[src/rtl/ualsu_pkg.sv]
package ualsu_pkg;

  localparam int WordBytes = 4;
  localparam int DataW     = 8 * WordBytes;

  typedef struct packed {
    logic latchReq;
    logic issueFirst;
    logic issueSecond;
    logic captureFirst;
    logic finish;
  } ctrlStrobe_t;

  function automatic logic [2:0] sizeBytes(input logic [1:0] sz);
    case (sz)
      2'd0:    sizeBytes = 3'd1;
      2'd1:    sizeBytes = 3'd2;
      default: sizeBytes = 3'd4;
    endcase
  endfunction

endpackage

[src/rtl/ualsu_ctrl.sv]
module ualsu_ctrl
  import ualsu_pkg::*;
(
  input  logic        clk,
  input  logic        rstN,
  input  logic        reqValid,
  input  logic        trapMode,
  input  logic        reqCross,
  input  logic        heldCross,
  output ctrlStrobe_t strobe,
  output logic        reqBusy,
  output logic        reqDone,
  output logic        misalignFault,
  output logic        memEn
);

  typedef enum logic [2:0] {
    ST_IDLE, ST_FIRST, ST_SECOND, ST_FINISH, ST_FAULT
  } state_e;

  state_e state, stateNext;

  always_ff @(posedge clk) begin
    if (!rstN) state <= ST_IDLE;
    else       state <= stateNext;
  end

  always_comb begin
    stateNext = state;
    strobe    = '0;
    case (state)
      ST_IDLE: begin
        strobe.latchReq = reqValid;
        if (reqValid) stateNext = (trapMode && reqCross) ? ST_FAULT : ST_FIRST;
      end
      ST_FIRST: begin
        strobe.issueFirst = 1'b1;
        stateNext = heldCross ? ST_SECOND : ST_FINISH;
      end
      ST_SECOND: begin
        strobe.issueSecond  = 1'b1;
        strobe.captureFirst = 1'b1;
        stateNext = ST_FINISH;
      end
      ST_FINISH: begin
        strobe.finish = 1'b1;
        stateNext = ST_IDLE;
      end
      ST_FAULT: stateNext = ST_IDLE;
      default:  stateNext = ST_IDLE;
    endcase
  end

  assign reqBusy       = (state != ST_IDLE);
  assign reqDone       = (state == ST_FINISH) || (state == ST_FAULT);
  assign misalignFault = (state == ST_FAULT);
  assign memEn         = (state == ST_FIRST) || (state == ST_SECOND);

endmodule

[src/rtl/ualsu_datapath.sv]
module ualsu_datapath
  import ualsu_pkg::*;
#(
  parameter int ADDR_W = 12
) (
  input  logic                 clk,
  input  logic                 rstN,
  input  ctrlStrobe_t          strobe,
  input  logic                 reqWrite,
  input  logic [1:0]           reqSize,
  input  logic [ADDR_W-1:0]    reqAddr,
  input  logic [DataW-1:0]     reqWdata,
  input  logic [DataW-1:0]     memRdata,
  output logic                 reqCross,
  output logic                 heldCross,
  output logic [WordBytes-1:0] memWe,
  output logic [ADDR_W-3:0]    memAddr,
  output logic [DataW-1:0]     memWdata,
  output logic [DataW-1:0]     rspData
);

  localparam int WordAddrW = ADDR_W - 2;

  logic                 hWrite;
  logic [1:0]           hSize;
  logic [1:0]           hOff;
  logic [WordAddrW-1:0] hBase;
  logic [DataW-1:0]     hData;
  logic [DataW-1:0]     word0Reg;

  // Crossing test on the incoming request: offset plus length past one word
  logic [2:0] inBytes;
  always_comb begin
    inBytes  = sizeBytes(reqSize);
    reqCross = ({1'b0, reqAddr[1:0]} + inBytes) > 3'd4;
  end

  always_ff @(posedge clk) begin
    if (!rstN) begin
      hWrite    <= 1'b0;
      hSize     <= 2'd0;
      hOff      <= 2'd0;
      hBase     <= '0;
      hData     <= '0;
      heldCross <= 1'b0;
      word0Reg  <= '0;
    end else begin
      if (strobe.latchReq) begin
        hWrite    <= reqWrite;
        hSize     <= reqSize;
        hOff      <= reqAddr[1:0];
        hBase     <= reqAddr[ADDR_W-1:2];
        hData     <= reqWdata;
        heldCross <= reqCross;
      end
      if (strobe.captureFirst) word0Reg <= memRdata;
    end
  end

  // Shift amounts derived from the held size and offset
  logic [2:0] nBytes;
  logic [2:0] padBytes;
  logic [5:0] padBits;
  logic [5:0] offBits;
  always_comb begin
    nBytes   = sizeBytes(hSize);
    padBytes = 3'd4 - nBytes;
    padBits  = {padBytes, 3'b000};
    offBits  = {1'b0, hOff, 3'b000};
  end

  // Store side: place the value across a two-word window, then split it
  logic [DataW-1:0]       leftData;
  logic [2*DataW-1:0]     wrSpan;
  logic [WordBytes-1:0]   leftMask;
  logic [2*WordBytes-1:0] laneSpan;
  always_comb begin
    leftData = hData << padBits;
    wrSpan   = {leftData, {DataW{1'b0}}} >> offBits;
    leftMask = 4'b1111 << padBytes;
    laneSpan = {leftMask, 4'b0000} >> hOff;
  end

  logic [WordBytes-1:0] firstMask, secondMask;
  assign firstMask  = laneSpan[2*WordBytes-1:WordBytes];
  assign secondMask = laneSpan[WordBytes-1:0];

  genvar lane;
  generate
    for (lane = 0; lane < WordBytes; lane++) begin : g_lane
      always_comb begin
        memWe[lane] = hWrite && ((strobe.issueFirst  && firstMask[lane]) ||
                                 (strobe.issueSecond && secondMask[lane]));
        memWdata[8*lane +: 8] = strobe.issueSecond ? wrSpan[8*lane +: 8]
                                                   : wrSpan[DataW + 8*lane +: 8];
      end
    end
  endgenerate

  assign memAddr = strobe.issueSecond ? hBase + 1'b1 : hBase;

  // Load side: join the words, shift out the leading bytes, right-justify
  logic [2*DataW-1:0] rdSpan;
  logic [2*DataW-1:0] rdShift;
  logic [DataW-1:0]   rdValue;
  always_comb begin
    rdSpan  = heldCross ? {word0Reg, memRdata} : {memRdata, {DataW{1'b0}}};
    rdShift = rdSpan << offBits;
    rdValue = rdShift[2*DataW-1:DataW] >> padBits;
    rspData = (strobe.finish && !hWrite) ? rdValue : '0;
  end

endmodule

[src/rtl/unaligned_lsu.sv]
module unaligned_lsu
  import ualsu_pkg::*;
#(
  parameter int ADDR_W = 12
) (
  input  logic              clk,
  input  logic              rstN,
  input  logic              trapMode,
  input  logic              reqValid,
  input  logic              reqWrite,
  input  logic [1:0]        reqSize,
  input  logic [ADDR_W-1:0] reqAddr,
  input  logic [31:0]       reqWdata,
  output logic              reqBusy,
  output logic              reqDone,
  output logic [31:0]       rspData,
  output logic              misalignFault,
  output logic              memEn,
  output logic [3:0]        memWe,
  output logic [ADDR_W-3:0] memAddr,
  output logic [31:0]       memWdata,
  input  logic [31:0]       memRdata
);

  ctrlStrobe_t strobe;
  logic        reqCross;
  logic        heldCross;

  ualsu_ctrl u_ctrl (
    .clk           (clk),
    .rstN          (rstN),
    .reqValid      (reqValid),
    .trapMode      (trapMode),
    .reqCross      (reqCross),
    .heldCross     (heldCross),
    .strobe        (strobe),
    .reqBusy       (reqBusy),
    .reqDone       (reqDone),
    .misalignFault (misalignFault),
    .memEn         (memEn)
  );

  ualsu_datapath #(.ADDR_W(ADDR_W)) u_dp (
    .clk       (clk),
    .rstN      (rstN),
    .strobe    (strobe),
    .reqWrite  (reqWrite),
    .reqSize   (reqSize),
    .reqAddr   (reqAddr),
    .reqWdata  (reqWdata),
    .memRdata  (memRdata),
    .reqCross  (reqCross),
    .heldCross (heldCross),
    .memWe     (memWe),
    .memAddr   (memAddr),
    .memWdata  (memWdata),
    .rspData   (rspData)
  );

endmodule

[config.mk]
export PLATFORM = sky130hd
export DESIGN_NAME = unaligned_lsu
export DESIGN_NICKNAME = d
export VERILOG_FILES = /design/src/rtl/ualsu_pkg.sv /design/src/rtl/ualsu_ctrl.sv /design/src/rtl/ualsu_datapath.sv /design/src/rtl/unaligned_lsu.sv
export SDC_FILE = /design/constraint.sdc
export NUM_CORES = 1
export LEC_CHECK = 0
export ABC_AREA = 1
export BUFFER_PORTS_ARGS = -buffer_cell sky130_fd_sc_hd__buf_4
export CORE_UTILIZATION = 50
export CTS_CLUSTER_SIZE = 20
export DETAILED_ROUTE_END_ITERATION = 10
export GPL_TIMING_DRIVEN = 0
export PLACE_DENSITY = 0.89
export SETUP_SLACK_MARGIN = 0.2
export SYNTH_ARGS = -nofsm -noshare
export SYNTH_HDL_FRONTEND = slang
export SYNTH_HIERARCHICAL = 1
export SYNTH_SLANG_ARGS = --single-unit
[constraint.sdc]
create_clock -name clk -period 2.6 [get_ports clk]
set_clock_uncertainty 0.15 [all_clocks]
set_input_delay 0.39 -clock clk [delete_from_list [all_inputs] [get_ports clk]]
set_output_delay 0.39 -clock clk [all_outputs]
set_load 0.01 [all_outputs]
# After elaboration in Yosys (flattened, before gate mapping)
# Cells that the tools add are included.
[totals]
input_bits = 83
reg_bits = 83
[op_classes]
order_cmp = 1
n_addsub = 3
n_reduce_logical = 25
eq_ne = 7
shift = 6
muxes = 17
[ops]
columns = ["op", "n"]
rows = [
  ["64-bit 2-to-1 mux", 1],
  ["64-bit by 5-bit << shifter with 64-bit output", 1],
  ["64-bit by 5-bit right shift with 64-bit output", 1],
  ["32-bit 2-to-1 mux", 1],
  ["8-bit 2-to-1 mux", 4],
  ["32-bit by 6-bit << shifter with 32-bit output", 1],
  ["32-bit by 6-bit right shift with 32-bit output", 1],
  ["1-bit logical AND", 14],
  ["3-bit case mux with 2 select lines", 2],
  ["10-bit by 1-bit adder with 10-bit output, second input constant", 1],
  ["10-bit 2-to-1 mux", 1],
  ["3-bit case mux with 3 select lines", 1],
  ["8-bit by 2-bit right shift with 8-bit output", 1],
  ["3-bit by 2-bit equality test with 1-bit output, second input constant", 2],
  ["1-bit logical OR", 6],
  ["3-bit 2-to-1 mux", 2],
  ["2-bit by 1-bit equality test with 1-bit output, second input constant", 2],
  ["2-bit logical NOT", 2],
  ["1-bit 2-to-1 mux", 4],
  ["4-bit by 3-bit << shifter with 4-bit output, first input constant", 1],
  ["2-bit by 3-bit adder with 3-bit output", 1],
  ["3-bit by 1-bit equality test with 1-bit output, second input constant", 1],
  ["3-bit equality test, second input constant", 1],
  ["3-bit > comparator, second input constant", 1],
  ["6 further kinds", 6],
]

# Depth between registers and ports, before layout
[logic_depth]
word_depth = 8
ltp_mapped = 14
mapped_depth_nobuf = 11

# Hierarchy
# Netlist, hierarchy kept.
[by_module_without_submodules]
columns = ["module", "area_per_inst_um2", "n_inst", "cells_each"]
rows = [
  ["ualsu_datapath", 6934.2, 1, 1262],
  ["ualsu_ctrl", 198.9, 1, 33],
]

# Worst setup path after synthesis
# No wires, ideal clock.
[synth_path]
kind = "reg-to-output"
startpoint = "register u_dp.hSize[1]"
endpoint = "output rspData[16]"
arrival_ns = 2.075
path_stages_with_launch = 13
t_required_ns = 2.060
n_path_buf = 6
path_slack_ns = -0.015
cell_sequence = "dfxtp_1 inv_1 nand2_1 buf_4 buf_6 buf_4 ha_1 clkbuf_2 inv_1 buf_2 nand2_2 buf_2 a21oi_1"
[synth_via]
elab_chain_len = 5
elab_cells_between_ends = 6
classes_between = "add/sub: 1; eq/ne: 1; shift: 1; mux: 2; reduce/logical: 1"
[synth_lines]
columns = ["item", "line_no", "text"]
rows = [
  ["start, declared", "ualsu_datapath.sv:25", "logic [1:0] hSize;"],
  ["start signal, assigned", "ualsu_datapath.sv:50", "hSize <= reqSize;"],
  ["2-bit by 1-bit equality test with 1-bit output or 2-bit logical NOT (tied branches)", "ualsu_pkg.sv:15", "case (sz)"],
  ["3-bit case mux with 2 select lines *", "ualsu_pkg.sv:15", ""],
  ["3-bit subtractor *", "ualsu_datapath.sv:67", "padBytes = 3'd4 - nBytes;"],
  ["32-bit by 6-bit right shift with 32-bit output *", "ualsu_datapath.sv:109", "rdValue = rdShift[2*DataW-1:DataW] >> padBits;"],
  ["32-bit 2-to-1 mux *", "ualsu_datapath.sv:110", "rspData = (strobe.finish && !hWrite) ? rdValue : '0;"],
  ["end, declared", "unaligned_lsu.sv:16", "output logic [31:0] rspData,"],
]
# Every way passes the cells marked *; elsewhere a longest branch is shown, timed or not.

# Worst setup path after layout
[layout_path]
startpoint = "register u_dp.hSize[1]"
endpoint = "output memWdata[8]"
[layout_via]
elab_chain_len = 6
elab_cells_between_ends = 7
classes_between = "add/sub: 1; eq/ne: 1; shift: 2; mux: 2; reduce/logical: 1"
[layout_lines]
columns = ["item", "line_no", "text"]
rows = [
  ["2-bit by 1-bit equality test with 1-bit output or 2-bit logical NOT (tied branches)", "ualsu_pkg.sv:15", ""],
  ["3-bit case mux with 2 select lines *", "ualsu_pkg.sv:15", ""],
  ["3-bit subtractor *", "ualsu_datapath.sv:67", ""],
  ["32-bit by 6-bit << shifter with 32-bit output *", "ualsu_datapath.sv:78", "leftData = hData << padBits;"],
  ["64-bit by 5-bit right shift with 64-bit output *", "ualsu_datapath.sv:79", "wrSpan = {leftData, {DataW{1'b0}}} >> offBits;"],
  ["8-bit 2-to-1 mux *", "ualsu_datapath.sv:94", "memWdata[8*lane +: 8] = strobe.issueSecond ? wrSpan[8*lane +: 8]"],
  ["end, declared", "unaligned_lsu.sv:21", "output logic [31:0] memWdata,"],
]
# Marked as above.

==> results.sh <==
export IMPL_dpl_cell_count=1639
export IMPL_setup_tns_ns=-22.05
export IMPL_ctsHoldBuffers=0
export IMPL_gr_total_overflow=0
export IMPL_period_share=1.170
export IMPL_crit_chain="inv_2 > nand2_2 > buf_6 > buf_8 > buf_8 > ha_4 > xor2_4 > nor2_4 > buf_4 > clkbuf_16 > buf_4 > nand4_1 > nand3_2 > buf_6"
export IMPL_synth_top_area_frac=0.2329
export IMPL_synth_seq_cells=83
export IMPL_clk_latency_ns=0.35
export IMPL_ioPinCount=165
export IMPL_drcViolationCount=1
export IMPL_holdCritPathClass="in -> reg"
export IMPL_worst_slew_pin_slew_ns=0.8180
export IMPL_final_cells=1698
export IMPL_power_density_nw_per_um2=958.8
export IMPL_cts_buffers=9
export IMPL_crit_type="reg -> out"
export IMPL_mostFrequentLayoutCells="nand2_1, nand3_1, buf_4, nor2_1, o21ai_0"
export IMPL_finalSetupViolations=71
export IMPL_synth_top_area_cell="dfxtp_1"
export IMPL_syn2layout_area_growth_pct=44.15
export IMPL_grt_first_pass_wirelength_um=47100
export IMPL_syn_nets=1383
export IMPL_vias_per_cell=6.084
export IMPL_critPathMaxFanout=5
export IMPL_cp_slowest_cell="dfxtp_2"
export IMPL_setup_ws_ns=-0.4426
export IMPL_std_cell_rows=43
export IMPL_cts_buffer_depth=2
export IMPL_port_buffers=164
export IMPL_fin_util=0.7408
export IMPL_wire_per_inst_um=19.03
export IMPL_p_total_w=0.009858
export IMPL_cts_sinks=83
export IMPL_dp_hpwl_um=22670
export IMPL_drt_total_wl_um=32310
export IMPL_fp_dieW_um=121.4
export IMPL_synth_area_um2=7133
export IMPL_first_iter_violations=1653
export IMPL_nets=1601
export IMPL_cp_arrival_ns=2.50
export IMPL_gp_congestion=1.005
export IMPL_cpPeakStageDelay_ns=0.34
export IMPL_outcome="finished with violations"
export IMPL_die_h_um=121.4
export IMPL_period_minus_slack_ns=3.043
export IMPL_fmax_mhz=328.7
export IMPL_cts_root_buf="clkbuf_16"
export IMPL_syn_avg_cell_area_um2=5.508
export IMPL_synth_area_leaders="dfxtp_1, nand2_1, nand3_1"
export IMPL_violations="DRC, setup timing"
export IMPL_cap_violations=0
export IMPL_antenna_found_initial=0
export IMPL_die_area_um2=14750
export IMPL_antenna_left=0
export IMPL_post_place_ws_ns=-0.2745
export IMPL_finalHoldViolCount=0
export IMPL_cp_end_kind="output pin"
export IMPL_core_region_area_um2=13880
export IMPL_drive_above_1_share=0.3129
export IMPL_p_leak_nw=5.033
export IMPL_yosysWarnings=6
export IMPL_firstDrtPassIters=9
export IMPL_grt_pass1_vias=8893
export IMPL_clk_pin_slew_ns=0.07
export IMPL_crit_buf_inv=8
export IMPL_layout_commonest_cell="nand2_1"
export IMPL_num_antenna_cells=0
export IMPL_cp_data_required_time_ns=2.06
export IMPL_grt_max_degree=18
export IMPL_slew_headroom=0.4546
export IMPL_grt_use_total=0.4179
export IMPL_ir_worst_vdd_mv=0.7655
export IMPL_rsz0062_at_grt="yes"
export IMPL_netlist_cell_type_count=32
export IMPL_start_kind="flip-flop"
export IMPL_cts_htree_levels=3
export IMPL_syn_inst=1295
export IMPL_slew_viol_final=0
export IMPL_yosysSeqAreaShare=0.2329
export IMPL_tritoncts="done"
export IMPL_start_util=0.5139
export IMPL_cp_top_family="buffers and inverters"
export IMPL_route_vias_total=10330
-- synthesized netlist by cell type --
library cell and instances:
nand3_2 10, dfxtp_1 83, nand4_1 7, buf_4 15, o21ai_1 5, a21oi_1 63
fa_1 1, o21ai_0 90, inv_2 7, nor2_2 4, buf_2 42, clkinv_1 3
nor2_1 204, nand2_1 388, nand2_2 1, buf_1 3, nor3_1 1, nor4_2 1
o22ai_1 1, xor2_1 6, o221ai_1 1, inv_1 51, xor2_2 1, nor3b_1 1
nor2b_1 7, nand3_1 248, buf_6 5, clkbuf_2 1, ha_1 4, o211ai_1 7
xnor2_1 3, clkbuf_1 31
-- worst paths after layout --
path | from | to | slack, ns | cells after the start
hold reg to reg | u_dp/hData[23] | u_dp/hData[23] | 0.33 | 2
setup / recovery | u_dp/hSize[1] | memWdata[8] | -0.44 | 14
hold / removal | reqWdata[4] | u_dp/hData[4] | 0.11 | 3
setup reg to reg | u_ctrl/state[0] | u_dp/hData[23] | 0.43 | 9
-- through the flow --
step | hold slack, ns | cell area (um2)
global route | 0.1125 | 10280
floorplan | 0.2842 | 7316
CTS | 0.1058 | 9866
detailed placement | 0.3211 | 8772
finish | 0.1116 | 10280
global placement | 0.3134 | 8772
-- registers in the layout, summed over array words and instances (netlist names) --
| name | count |
|---|---|
| u_ctrl/state | 3 |
| u_dp/hBase | 10 |
| u_dp/hData | 32 |
| u_dp/hOff | 2 |
| u_dp/hSize | 2 |
| u_dp/hWrite | 1 |
| u_dp/heldCross | 1 |
| u_dp/word0Reg | 32 |
-- power breakdown --
group	leakage [nW]	switching, W	internal [W]
Combinational	4.21	0.00420	0.00262
Clock	0.142	0.000592	0.000676
Sequential	0.686	0.000219	0.00156
Total	5.03	0.00501	0.00485
-- cell type report --
| class | instances | area, um2 |
|---|---|---|
| Multi-Input combinational cell | 1054 | 5426 |
| Fill cell | 1146 | 3598 |
| Timing Repair Buffer | 207 | 1762 |
| Sequential cell | 83 | 1670 |
| Buffer | 97 | 669.4 |
| Inverter | 61 | 236.5 |
| Clock buffer | 9 | 225.2 |
| Tap cell | 180 | 225.2 |
| Clock inverter | 7 | 67.56 |
-- worst reg2reg max path: cells and delay by family (launching register included) --
kind | cells | cell delay, ns
flip-flops | 1 | 0.33
AND/OR/NAND/NOR | 3 | 0.38
AO/OA/AOI/OAI | 2 | 0.38
buffers and inverters | 4 | 0.80
-- timing repair --
| action | 4_1_cts | 5_1_grt |
|---|---|---|
| buffers inserted | 25 | 14 |
| setup endpoints to repair | 76 | 75 |
| pin swaps | 33 | 43 |
| gates resized for setup | 165 | 61 |
| gates cloned | 2 | 2 |
-- cells by family (layout without fill, tap and decap cells) --
family / Yosys count / in the layout / synth area share
compound gates: 167 / 167 / 0.1203
flops: 83 / 83 / 0.2329
simple gates: 872 / 872 / 0.5197
xor+xnor: 10 / 10 / 0.01333
buf+inv: 158 / 381 / 0.1038
fa+ha+maj: 5 / 5 / 0.009823
-- metal layers --
| layer | track usage | share of wire |
|---|---|---|
| met5 | 0 | 0 |
| met4 | 0.1304 | 0.033 |
| met3 | 0.1241 | 0.15 |
| met2 | 0.6353 | 0.43 |
| met1 | 0.5624 | 0.39 |
Note: power is estimated with default switching activity, not from simulation.
